**src/rtl/psw_pkg.sv**
```systemverilog
package psw_pkg;
  localparam int SR_W  = 8;
  localparam int POS_N = 7;
  localparam int POS_V = 6;
  localparam int POS_T = 5;
  localparam int POS_D = 3;
  localparam int POS_I = 2;
  localparam int POS_Z = 1;
  localparam int POS_C = 0;

  typedef enum logic [3:0] {
    FOP_NONE = 4'd0,
    FOP_CLC  = 4'd1,
    FOP_SEC  = 4'd2,
    FOP_CLD  = 4'd3,
    FOP_SED  = 4'd4,
    FOP_CLI  = 4'd5,
    FOP_SEI  = 4'd6,
    FOP_CLT  = 4'd7,
    FOP_SETT = 4'd8,
    FOP_CLV  = 4'd9
  } flag_op_e;

  typedef enum logic [3:0] {
    BC_PL = 4'd0,
    BC_MI = 4'd1,
    BC_EQ = 4'd2,
    BC_NE = 4'd3,
    BC_CS = 4'd4,
    BC_CC = 4'd5,
    BC_VS = 4'd6,
    BC_VC = 4'd7,
    BC_AL = 4'd8
  } br_cond_e;

  typedef struct packed {
    logic n;
    logic v;
    logic t;
    logic d;
    logic i;
    logic z;
    logic c;
  } flags_t;

  localparam flags_t FLAGS_RST = '{n: 1'b0, v: 1'b0, t: 1'b0, d: 1'b0,
                                   i: 1'b1, z: 1'b0, c: 1'b0};
endpackage

```
**src/rtl/psw_pack.sv**
```systemverilog
module psw_pack
  import psw_pkg::*;
(
  input  flags_t            flags_i,
  output logic [SR_W-1:0]   sr_o
);
  always_comb begin
    sr_o        = '0;
    sr_o[POS_N] = flags_i.n;
    sr_o[POS_V] = flags_i.v;
    sr_o[POS_T] = flags_i.t;
    sr_o[POS_D] = flags_i.d;
    sr_o[POS_I] = flags_i.i;
    sr_o[POS_Z] = flags_i.z;
    sr_o[POS_C] = flags_i.c;
  end
endmodule

```
**src/rtl/psw_unpack.sv**
```systemverilog
module psw_unpack
  import psw_pkg::*;
(
  input  logic [SR_W-1:0] sr_i,
  output flags_t          flags_o
);
  logic unused_bit4;
  assign unused_bit4 = sr_i[4];

  always_comb begin
    flags_o.n = sr_i[POS_N];
    flags_o.v = sr_i[POS_V];
    flags_o.t = sr_i[POS_T];
    flags_o.d = sr_i[POS_D];
    flags_o.i = sr_i[POS_I];
    flags_o.z = sr_i[POS_Z];
    flags_o.c = sr_i[POS_C];
  end
endmodule

```
**src/rtl/psw_branch.sv**
```systemverilog
module psw_branch
  import psw_pkg::*;
(
  input  br_cond_e cond_i,
  input  flags_t   flags_i,
  output logic     taken_o
);
  always_comb begin
    case (cond_i)
      BC_PL:   taken_o = ~flags_i.n;
      BC_MI:   taken_o =  flags_i.n;
      BC_EQ:   taken_o =  flags_i.z;
      BC_NE:   taken_o = ~flags_i.z;
      BC_CS:   taken_o =  flags_i.c;
      BC_CC:   taken_o = ~flags_i.c;
      BC_VS:   taken_o =  flags_i.v;
      BC_VC:   taken_o = ~flags_i.v;
      BC_AL:   taken_o = 1'b1;
      default: taken_o = 1'b0;
    endcase
  end

  always_comb begin
    if (cond_i == BC_AL) p_always_taken_r9: assert (taken_o);
    if (cond_i > BC_AL)  p_undef_never_r10: assert (!taken_o);
  end
endmodule

```
**src/rtl/psw_regs.sv**
```systemverilog
module psw_regs
  import psw_pkg::*;
#(
  parameter int DW = 8
) (
  input  logic          clk_i,
  input  logic          rst_ni,
  input  logic [DW-1:0] result_i,
  input  logic          nz_upd_i,
  input  logic          c_upd_i,
  input  logic          c_i,
  input  logic          v_upd_i,
  input  logic          v_i,
  input  flag_op_e      op_i,
  input  logic          load_i,
  input  flags_t        load_flags_i,
  output flags_t        flags_o
);
  localparam int MSB = DW - 1;

  flags_t flags_q, flags_d;

  always_comb begin
    flags_d = flags_q;
    if (load_i) begin
      flags_d = load_flags_i;
    end else begin
      if (nz_upd_i) begin
        flags_d.n = result_i[MSB];
        flags_d.z = ~|result_i;
      end
      if (c_upd_i) flags_d.c = c_i;
      if (v_upd_i) flags_d.v = v_i;
      // explicit ops override the arithmetic C/V values
      case (op_i)
        FOP_CLC:  flags_d.c = 1'b0;
        FOP_SEC:  flags_d.c = 1'b1;
        FOP_CLD:  flags_d.d = 1'b0;
        FOP_SED:  flags_d.d = 1'b1;
        FOP_CLI:  flags_d.i = 1'b0;
        FOP_SEI:  flags_d.i = 1'b1;
        FOP_CLT:  flags_d.t = 1'b0;
        FOP_SETT: flags_d.t = 1'b1;
        FOP_CLV:  flags_d.v = 1'b0;
        default:  ;
      endcase
    end
  end

  always_ff @(posedge clk_i or negedge rst_ni) begin
    if (!rst_ni) flags_q <= FLAGS_RST;
    else         flags_q <= flags_d;
  end

  assign flags_o = flags_q;

  p_load_wins_r7: assert property (@(posedge clk_i) disable iff (!rst_ni)
    load_i |=> flags_q == $past(load_flags_i));

  p_idle_hold_r11: assert property (@(posedge clk_i) disable iff (!rst_ni)
    (!load_i && !nz_upd_i && !c_upd_i && !v_upd_i && op_i == FOP_NONE) |=> $stable(flags_q));

  p_z_tracks_result_r3: assert property (@(posedge clk_i) disable iff (!rst_ni)
    (nz_upd_i && !load_i) |=> flags_q.z == ($past(result_i) == '0));

  p_clv_clears_r5: assert property (@(posedge clk_i) disable iff (!rst_ni)
    (!load_i && op_i == FOP_CLV) |=> !flags_q.v);
endmodule

```
**src/rtl/psw_flag_unit.sv**
```systemverilog
module psw_flag_unit
  import psw_pkg::*;
#(
  parameter int DW = 8
) (
  input  logic          clk_i,
  input  logic          rst_ni,
  input  logic [DW-1:0] result_i,
  input  logic          nz_upd_i,
  input  logic          c_upd_i,
  input  logic          c_i,
  input  logic          v_upd_i,
  input  logic          v_i,
  input  logic [3:0]    flag_op_i,
  input  logic          sr_load_i,
  input  logic [7:0]    sr_data_i,
  input  logic [3:0]    br_cond_i,
  output logic [7:0]    status_o,
  output logic          carry_o,
  output logic          dec_mode_o,
  output logic          irq_mask_o,
  output logic          index_mode_o,
  output logic          br_taken_o
);
  flags_t load_flags, flags;

  psw_unpack u_unpack (
    .sr_i    (sr_data_i),
    .flags_o (load_flags)
  );

  psw_regs #(.DW(DW)) u_regs (
    .clk_i        (clk_i),
    .rst_ni       (rst_ni),
    .result_i     (result_i),
    .nz_upd_i     (nz_upd_i),
    .c_upd_i      (c_upd_i),
    .c_i          (c_i),
    .v_upd_i      (v_upd_i),
    .v_i          (v_i),
    .op_i         (flag_op_e'(flag_op_i)),
    .load_i       (sr_load_i),
    .load_flags_i (load_flags),
    .flags_o      (flags)
  );

  psw_pack u_pack (
    .flags_i (flags),
    .sr_o    (status_o)
  );

  psw_branch u_branch (
    .cond_i  (br_cond_e'(br_cond_i)),
    .flags_i (flags),
    .taken_o (br_taken_o)
  );

  assign carry_o      = flags.c;
  assign dec_mode_o   = flags.d;
  assign irq_mask_o   = flags.i;
  assign index_mode_o = flags.t;

  p_restore_roundtrip_r6: assert property (@(posedge clk_i) disable iff (!rst_ni)
    sr_load_i |=> status_o == ($past(sr_data_i) & 8'hEF));
endmodule

```
**config.mk**
```make
export PLATFORM = sky130hd
export DESIGN_NAME = psw_flag_unit
export DESIGN_NICKNAME = d
export VERILOG_FILES = /design/src/rtl/psw_pkg.sv /design/src/rtl/psw_pack.sv /design/src/rtl/psw_unpack.sv /design/src/rtl/psw_branch.sv /design/src/rtl/psw_regs.sv /design/src/rtl/psw_flag_unit.sv
export SDC_FILE = /design/constraint.sdc
export NUM_CORES = 1
export LEC_CHECK = 0
export BUFFER_PORTS_ARGS = -buffer_cell sky130_fd_sc_hd__buf_4
export CORE_UTILIZATION = 30
export DETAILED_ROUTE_END_ITERATION = 6
export PLACE_DENSITY = 0.69
export SLEW_MARGIN = 0
export SYNTH_ARGS = -nofsm -noshare
export SYNTH_HDL_FRONTEND = slang
export SYNTH_SLANG_ARGS = --single-unit
export TNS_END_PERCENT = 1
```
**constraint.sdc**
```tcl
create_clock -name clk_i -period 1.2 [get_ports clk_i]
set_clock_uncertainty 0.1 [all_clocks]
set_input_delay 0.12 -clock clk_i [delete_from_list [all_inputs] [get_ports clk_i]]
set_output_delay 0.12 -clock clk_i [all_outputs]
set_load 0.1 [all_outputs]
```
# --- Yosys cells after proc, flatten, opt, wreduce, memory -nomap -nowiden ---
# Cells that the tools add are included.
# Widths: inputs -> output; s select.
totals:
  reg_bits: 7
  in_bits: 32
  out_inout_bits: 13
  word_cells: 48
op_classes:
  n_eq_ne: 17
  mux: 11
  bitwise_logic: 4
  reduce_logical: 9
ops:
  columns: ["operator", "n"]
  rows:
  - ["$eq 4x3->1 const B", 8]
  - ["$eq 4x2->1 const B", 4]
  - ["$eq 4x4->1 const B", 3]
  - ["$reduce_bool 3->1", 4]
  - ["$pmux 1 s9", 1]
  - ["$eq 4x1->1 const B", 2]
  - ["$pmux 1 s2", 4]
  - ["$reduce_or 8->1", 1]
  - ["$mux 7", 1]
  - ["$mux 1", 5]
  - ["$logic_not 4->1", 1]
  - ["$not 1->1", 4]
  - ["$reduce_bool 4->1", 1]
  - ["$reduce_bool 2->1", 1]
  - ["$logic_not 1->1", 1]

# --- Logic depth before layout (Yosys ltp) ---
# Gate-level depths: netlist (run 1).
depth:
  ltp_word: 4
  ltp_mapped: 4
  depth_no_buf: 4

# --- By module ---
# Synthesis (run 1) repeated with hierarchy kept, for this count alone.
unflattened:
  hier_cells: 68
  hier_area_um2: 591.8
modules_own_cells:
  columns: ["mod", "n_inst", "cells_per_inst", "area_each_um2", "seq_area_each_um2"]
  rows:
  - ["psw_regs", 1, 41, 400.4, 176.4]
  - ["psw_branch", 1, 11, 75.1, 0.0]
  - ["psw_pack", 1, 9, 63.8, 0.0]
  - ["psw_unpack", 1, 7, 52.6, 0.0]

# --- Least setup slack after synthesis (run 1) ---
# OpenSTA, ideal clock, no wires.
synth_path:
  kind: "register to output"
  startpoint: "reg u_regs.flags_q, in the netlist u_regs.flags_o[5]"
  endpoint: "out br_taken_o"
  arrival_ps: 2271
  required_time_ps: 980
  setup_slack_ps: -1291
  stages_incl_launch_ff: 5
  n_path_buf: 0
  cell_sequence: "dfrtp_1 > mux2i_1 > xor2_1 > o21ai_0 > o41a_1"
synth_via:
  elab_chain_cells: 2
synth_rtl:
  columns: ["item", "line_no", "text"]
  rows:
  - ["start: declaration", "psw_regs.sv:21", "flags_t flags_q, flags_d;"]
  - ["start signal: assignment", "psw_regs.sv:52", "else flags_q <= flags_d;"]
  - ["$not 1->1", "psw_branch.sv:17", "BC_VC: taken_o = ~flags_i.v;"]
  - ["$pmux 1 s9 *", "psw_branch.sv:9", "case (cond_i)"]
  - ["end: declaration", "psw_flag_unit.sv:23", "output logic br_taken_o"]
# Every way passes the cells marked *; elsewhere a longest branch is shown, timed or not.

# --- Worst setup path in the final report (run 1) ---
layout_path:
  startpoint: "reg u_regs.flags_q, in the netlist u_regs.flags_o[6]"
  endpoint: "out br_taken_o"
layout_via:
  elab_chain_cells: 2
layout_rtl:
  columns: ["item", "line_no", "text"]
  rows:
  - ["$not 1->1", "psw_branch.sv:10", "BC_PL: taken_o = ~flags_i.n;"]
  - ["$pmux 1 s9 *", "psw_branch.sv:9", null]
# Marks and branches as above.

==> summary.txt, run 1 <==
clk root buf -> clkbuf_4
# Post-CTS Setup Buffers -> 0
Synth Area per Inst -> 8.845 um^2
RSZ-0062 raised after global routing -> true
largest net degree at the start of global routing -> 15
synth cell count leaders -> dfrtp_1 (6), buf_4 (5), mux2i_1 (5)
crit end category -> output pin
CP Launch Type -> flop
most common cell in the netlist -> dfrtp_1
minimum clock period -> 1.833 ns
Post-DP Area -> 874.6 um^2
post-synthesis sequential area ratio -> 34.39%
Layout area overhead -> 111.0%
min-delay worst type -> primary input to flop
top cell type's share of synthesized area -> 29.27%
Pins Over Slew Limit -> 0
Seq cells post-synth -> 7
post-route cell area -> 1082 um^2
Arrival @ worst endpoint -> 1.61 ns
final setup fails -> 8
fraction of layout cells with a size suffix above 1 -> 55.86%
max reg flops -> 7
Crit path max-delay family -> flip-flops
Ys Warns -> 0
pre-CTS setup slack -> -0.4256 ns
Max Cap Viol -> 0
CTS tree -> built
chip height -> 43.35 um
status -> finished, violations left
Mapped Area -> 513.0 um^2
router iterations before antenna repair -> 6
failing checks -> design-rule violations, negative hold slack, negative setup slack
Slowest cell on crit path -> dfrtp_4
Area contributors post-synth -> dfrtp_1 (29%), mux2i_1 (9.8%), buf_4 (7.3%)
Avg Vias per Cell -> 4.961
static leakage -> 0.5265 nW
Final Non-Filler Cells -> 127
Post-Place Cells -> 116
P per Cell Area -> 1108 nW/um^2
Routed WL -> 1.517 mm
crit path kind -> flop to output pin
WP data required -> 0.98 ns
Final Hold Viols -> 1
row count -> 14
CP peak stage delay -> 0.47 ns
Crit Path Max Fanout -> 2
syn nets -> 90
FMAX -> 545.5 MHz
Die ar. -> 1879 um^2
I/O Buffers -> 42
area of the core -> 1559 um^2
initial DRC count -> 9
number of global-route vias before repair -> 600
Synth cell types -> 28
Ant. Diodes -> 0
Hold Slack -> -0.0003156 ns
CTS buffer count -> 3
final setup margin -> -0.6333 ns
DRC errors left -> 6
fin crit share -> 152.8%
Syn Inst Count -> 58
crit-path cells -> inv_2, mux2i_1, and3_1, o41a_4, buf_12
global-route wire length before repair -> 2.415 mm
Initial Util -> 32.91%
DP HPWL -> 1.159 mm
die width -> 43.35 um
gr usage total -> 17.51%
Fillers -> 131
FFs w/ async S/R, synth -> 100.0%
gpl congestion -> 0.7051
Synth area leader -> dfrtp_1
vias -> 630
H-tree depth -> 1
Routed Antenna Nets -> 0
Most used DFF post-synth -> dfrtp_1
WP buf/inv -> 2
Sink Count -> 7
initial antenna violation count -> 0
Post-synth EDFFs -> 0
clock-pin slew on the worst setup and hold paths -> 0.05 ns
Clk Latency, worst-skew pair -> 0.26 ns
worst ir drop on vdd -> 0.8528 mV
GRT overflow -> 0
clock buffer depth -> 2
fin nets -> 144
Ports -> 45
WL/cell -> 11.94 um
[repair_timing]
action                                  CTS  global route
hold buffers                              7             0
endpoints found under the setup margin   10            13
pin swaps                                 1             2
cloned                                    0             0
hold endpoints to repair                 13             0
resized for setup                        15            11
[path summary, 6_finish.rpt]
kind,cells after the start,slack [ns],from,to
min in group asynchronous,2,0.11,rst_ni,u_regs.flags_o[5]$_DFFE_PN0P_
setup reg to reg,4,-0.14,u_regs.flags_o[0]$_DFFE_PN0P_,u_regs.flags_o[0]$_DFFE_PN0P_
max in group asynchronous,2,0.69,rst_ni,u_regs.flags_o[2]$_DFFE_PN1P_
hold reg to reg,2,0.58,u_regs.flags_o[3]$_DFFE_PN0P_,u_regs.flags_o[3]$_DFFE_PN0P_
hold / removal,2,-0.0003,sr_data_i[0],u_regs.flags_o[0]$_DFFE_PN0P_
setup / recovery,5,-0.63,u_regs.flags_o[6]$_DFFE_PN0P_,br_taken_o
[through the flow]
step	total power, mW	util (%)	setup TNS, ns
2_1_floorplan	0.7032	-	-2.751
3_3_place_gp	0.8707	56.10	-0.5177
3_5_place_dp	0.8752	56.10	-0.5618
4_1_cts	1.169	66.13	-1.251
5_1_grt	1.243	69.42	-1.405
6_report	1.199	69.42	-1.169
[metal layers]
layer | global-route usage, % | wire, um
met1 | 20.16 | 578
met2 | 31.21 | 824
met3 | 3.750 | 97
met4 | 7.500 | 17
met5 | 0 | 0
[worst reg2reg max path, stage by stage, from the launching register on]
cell,delay (ns)
dfrtp_4,0.47
buf_4,0.16
mux2i_2,0.16
o22ai_1,0.09
mux2_2,0.26
[cell type report]
class | instances | area, um^2 | area share (%)
well taps | 16 | 20.02 | 1.850
multi-input cells | 41 | 312.8 | 28.90
flip-flops and latches | 7 | 188.9 | 17.46
clock buffers | 4 | 26.28 | 2.428
repair buffers | 55 | 519.2 | 47.98
inverters | 4 | 15.01 | 1.387
[where the power goes]
group	switching, mW	internal (mW)	total, mW
sequential	0.0194	0.268	0.287
combinational	0.425	0.261	0.686
clock	0.0982	0.128	0.226
total	0.543	0.656	1.20
[placed cells by master (no fill, tap or decap), drive strengths merged]
cell type | Yosys | final
nand2b | 1 | 1
mux2i | 5 | 5
nor3 | 1 | 1
nor3b | 1 | 1
o21ai | 4 | 4
conb | 1 | 1
o22ai | 1 | 1
nor4 | 2 | 2
o41a | 1 | 1
mux2 | 1 | 1
dfstp | 1 | 1
a21o | 3 | 3
buf | 5 | 48
or3 | 1 | 1
a31oi | 2 | 2
inv | 4 | 4
dfrtp | 6 | 6
nand2 | 4 | 4
a21oi | 2 | 2
nand4b | 1 | 1
xor2 | 1 | 1
clkbuf | 1 | 4
o31ai | 1 | 1
a21boi | 1 | 1
nor2 | 1 | 1
dlygate4sd3 | 0 | 7
a311oi | 1 | 1
and3 | 2 | 2
a211oi | 3 | 3
[logic make-up (layout without fill, tap and decap cells)]
logic type / after synthesis / count (layout) / synth area share, %
DFF: 7 / 7 / 34.39
xor gates and xnor gates: 1 / 1 / 1.708
buffers and inverters: 10 / 63 / 10.97
other: 1 / 1 / 0.7310
muxes: 6 / 6 / 11.95
AOI/OAI and AO/OA: 19 / 19 / 25.12
and+or+nand+nor: 14 / 14 / 15.12
No activity file was read; power rests on OpenSTA's default activity.
==> inputs of run 2 (changes only) <==
--- a/config.mk
+++ b/config.mk
@@ -8,7 +8,7 @@
 export BUFFER_PORTS_ARGS = -buffer_cell sky130_fd_sc_hd__buf_4
 export CORE_UTILIZATION = 30
 export DETAILED_ROUTE_END_ITERATION = 6
-export PLACE_DENSITY = 0.69
+export PLACE_DENSITY = 0.67
 export SLEW_MARGIN = 0
 export SYNTH_ARGS = -nofsm -noshare
 export SYNTH_HDL_FRONTEND = slang
==> summary.txt, run 2 (synthesis gave the netlist of run 1 again) <==
chip height -> 43.35 um (unchanged)
gpl congestion -> 0.7127 (+1.1%)
most frequent cells in the layout -> buf_4 (39), dlygate4sd3_1 (8)
initial DRC count -> 25 (+16)
DRC errors left -> 5 (-1)
global-route wire length before repair -> 2.428 mm (+0.54%)
die width -> 43.35 um (unchanged)
failing checks -> design-rule violations, negative setup slack
initial antenna violation count -> 0 (unchanged)
Layout area overhead -> 109.3%
gr usage total -> 17.59% (+0.072 points)
Arrival @ worst endpoint -> 1.61 ns (about the same)
# Post-CTS Setup Buffers -> 0 (unchanged)
worst ir drop on vdd -> 0.8939 mV (+4.8%)
WL/cell -> 12.87 um (+7.7%)
router iterations before antenna repair -> 6 (unchanged)
pre-CTS setup slack -> -0.4398 ns (-0.01426 ns)
fraction of layout cells with a size suffix above 1 -> 54.46% (-1.4 points)
largest net degree at the start of global routing -> 15 (unchanged)
Final Hold Viols -> 0 (-1)
DP HPWL -> 1.136 mm (-2.0%)
H-tree depth -> 1 (unchanged)
Slowest cell on crit path -> o41a_4
crit path kind -> flop to output pin
CP Launch Point -> u_regs.flags_o[6]$_DFFE_PN0P_
static leakage -> 0.5296 nW (+0.60%)
max reg flops -> 7 (unchanged)
I/O Buffers -> 42 (unchanged)
min-delay worst type -> primary input to flop
Finished Core Util -> 68.86% (-0.56 points)
fin crit share -> 152.7% (about the same)
Avg Vias per Cell -> 5.031 (+1.4%)
fin nets -> 145 (+0.69%)
RSZ-0062 raised after global routing -> true
Ant. Diodes -> 0 (unchanged)
CTS buffer count -> 3 (unchanged)
Fillers -> 135 (+3.1%)
wire length on met1 -> 562 um (-2.8%)
worst r2r src -> u_regs.flags_o[0]$_DFFE_PN0P_
Crit path max-delay family -> compound AO/OA/AOI/OAI gates
number of global-route vias before repair -> 594 (-1.0%)
crit-path cells -> inv_2, mux2i_1, and3_1, o41a_4, buf_12
Routed WL -> 1.647 mm (+8.6%)
WP buf/inv -> 2 (unchanged)
Clk Latency, worst-skew pair -> 0.26 ns (about the same)
WP data required -> 0.98 ns (about the same)
FMAX -> 545.9 MHz (about the same)
Routed Antenna Nets -> 0 (unchanged)
clk root buf -> clkbuf_4
row count -> 14 (unchanged)
wire length on met2 -> 961 um (+17%)
Crit Path Max Fanout -> 2 (unchanged)
Die ar. -> 1879 um^2 (unchanged)
final setup fails -> 8 (unchanged)
CTS tree -> built
Top Layer Used -> met4
Ports -> 45 (unchanged)
clock buffer depth -> 2 (unchanged)
hold_sp -> result_i[6]
area of the core -> 1559 um^2 (unchanged)
multi-input logic area -> 299.0 um^2 (-4.4%)
CP Launch Type -> flop
Final Non-Filler Cells -> 128 (+0.79%)
Sink Count -> 7 (unchanged)
GRT overflow -> 0 (unchanged)
post-route cell area -> 1074 um^2 (-0.81%)
Pins Over Slew Limit -> 0 (unchanged)
Post-DP Area -> 874.6 um^2 (unchanged)
vias -> 644 (+2.2%)
minimum clock period -> 1.832 ns (-0.001422 ns)
final setup margin -> -0.6319 ns (+0.001422 ns)
Initial Util -> 32.91% (unchanged)
status -> finished, violations left
crit end category -> output pin
P per Cell Area -> 1109 nW/um^2 (about the same)
met3 wire len -> 101 um (+4.1%)
clock-pin slew on the worst setup and hold paths -> 0.05 ns (about the same)
FF/Latch Area -> 188.9 um^2 (unchanged)
commonest non-fill, non-tap cell in the layout -> buf_4
CP peak stage delay -> 0.48 ns (about the same)
Post-Place Cells -> 116 (unchanged)
Max Cap Viol -> 0 (unchanged)
-- run 2: cell count changes in the layout (fill, tap and decap cells not counted), moves of 2 or more --
cell / previous run / this run
o21ai_0: 4 / 2
o21ai_1: 0 / 2
buf_8: 2 / 4
buf_6: 3 / 1
-- run 2: layout make-up --
class                   count  area share, %
well taps                  16          1.865
flip-flops and latches      7          17.60
clock buffers               4          2.448
multi-input cells          41          27.86
repair buffers             56          48.83
inverters                   4          1.399
-- run 2: path summary, 6_finish.rpt --
kind                                                      end  slack (ns)  cells after the start
min in group asynchronous       u_regs.flags_o[0]$_DFFE_PN0P_        0.12                      2
worst min register to register  u_regs.flags_o[3]$_DFFE_PN0P_        0.57                      2
worst max-delay path                               br_taken_o       -0.63                      5
max in group asynchronous       u_regs.flags_o[2]$_DFFE_PN1P_        0.68                      2
worst min-delay path            u_regs.flags_o[1]$_DFFE_PN0P_        0.03                      3
worst max register to register  u_regs.flags_o[0]$_DFFE_PN0P_       -0.16                      4
-- run 2: worst reg2reg max path, delay by kind of cell (launching register included) --
kind	cells	cell delay, ns
AOI/OAI and AO/OA	1	0.09
DFF	1	0.47
buffers and inverters	1	0.16
muxes	2	0.42
-- run 2: stage by stage --
| stage | TNS [ns] | hold slack (ns) | power [mW] |
|---|---|---|---|
| global route | -1.386 | 0.05095 | 1.240 |
| floorplan | -2.751 | -0.2756 | 0.7032 |
| CTS | -1.164 | 0.02534 | 1.174 |
| finish | -1.161 | 0.02793 | 1.190 |
| global placement | -0.5284 | -0.1615 | 0.8703 |
| detailed placement | -0.5718 | -0.1605 | 0.8753 |
-- run 2: per-layer routing --
metal  vias to the layer above  track usage, %
met5                         -               0
met4                         0           7.500
met3                         4           2.500
met2                        28           31.21
met1                       294           21.16
li1                        318               -
-- run 2: power by group --
part           internal, mW  switching, mW
Combinational         0.257          0.428
Sequential            0.268         0.0201
Clock                 0.127         0.0900
Total                 0.652          0.539
-- run 2: timing repair --
action | CTS | global route
pin swaps | 1 | 2
setup endpoints to repair | 9 | 13
gates resized for setup | 19 | 6
hold buffers | 8 | 0
endpoints found under the hold margin | 14 | 0
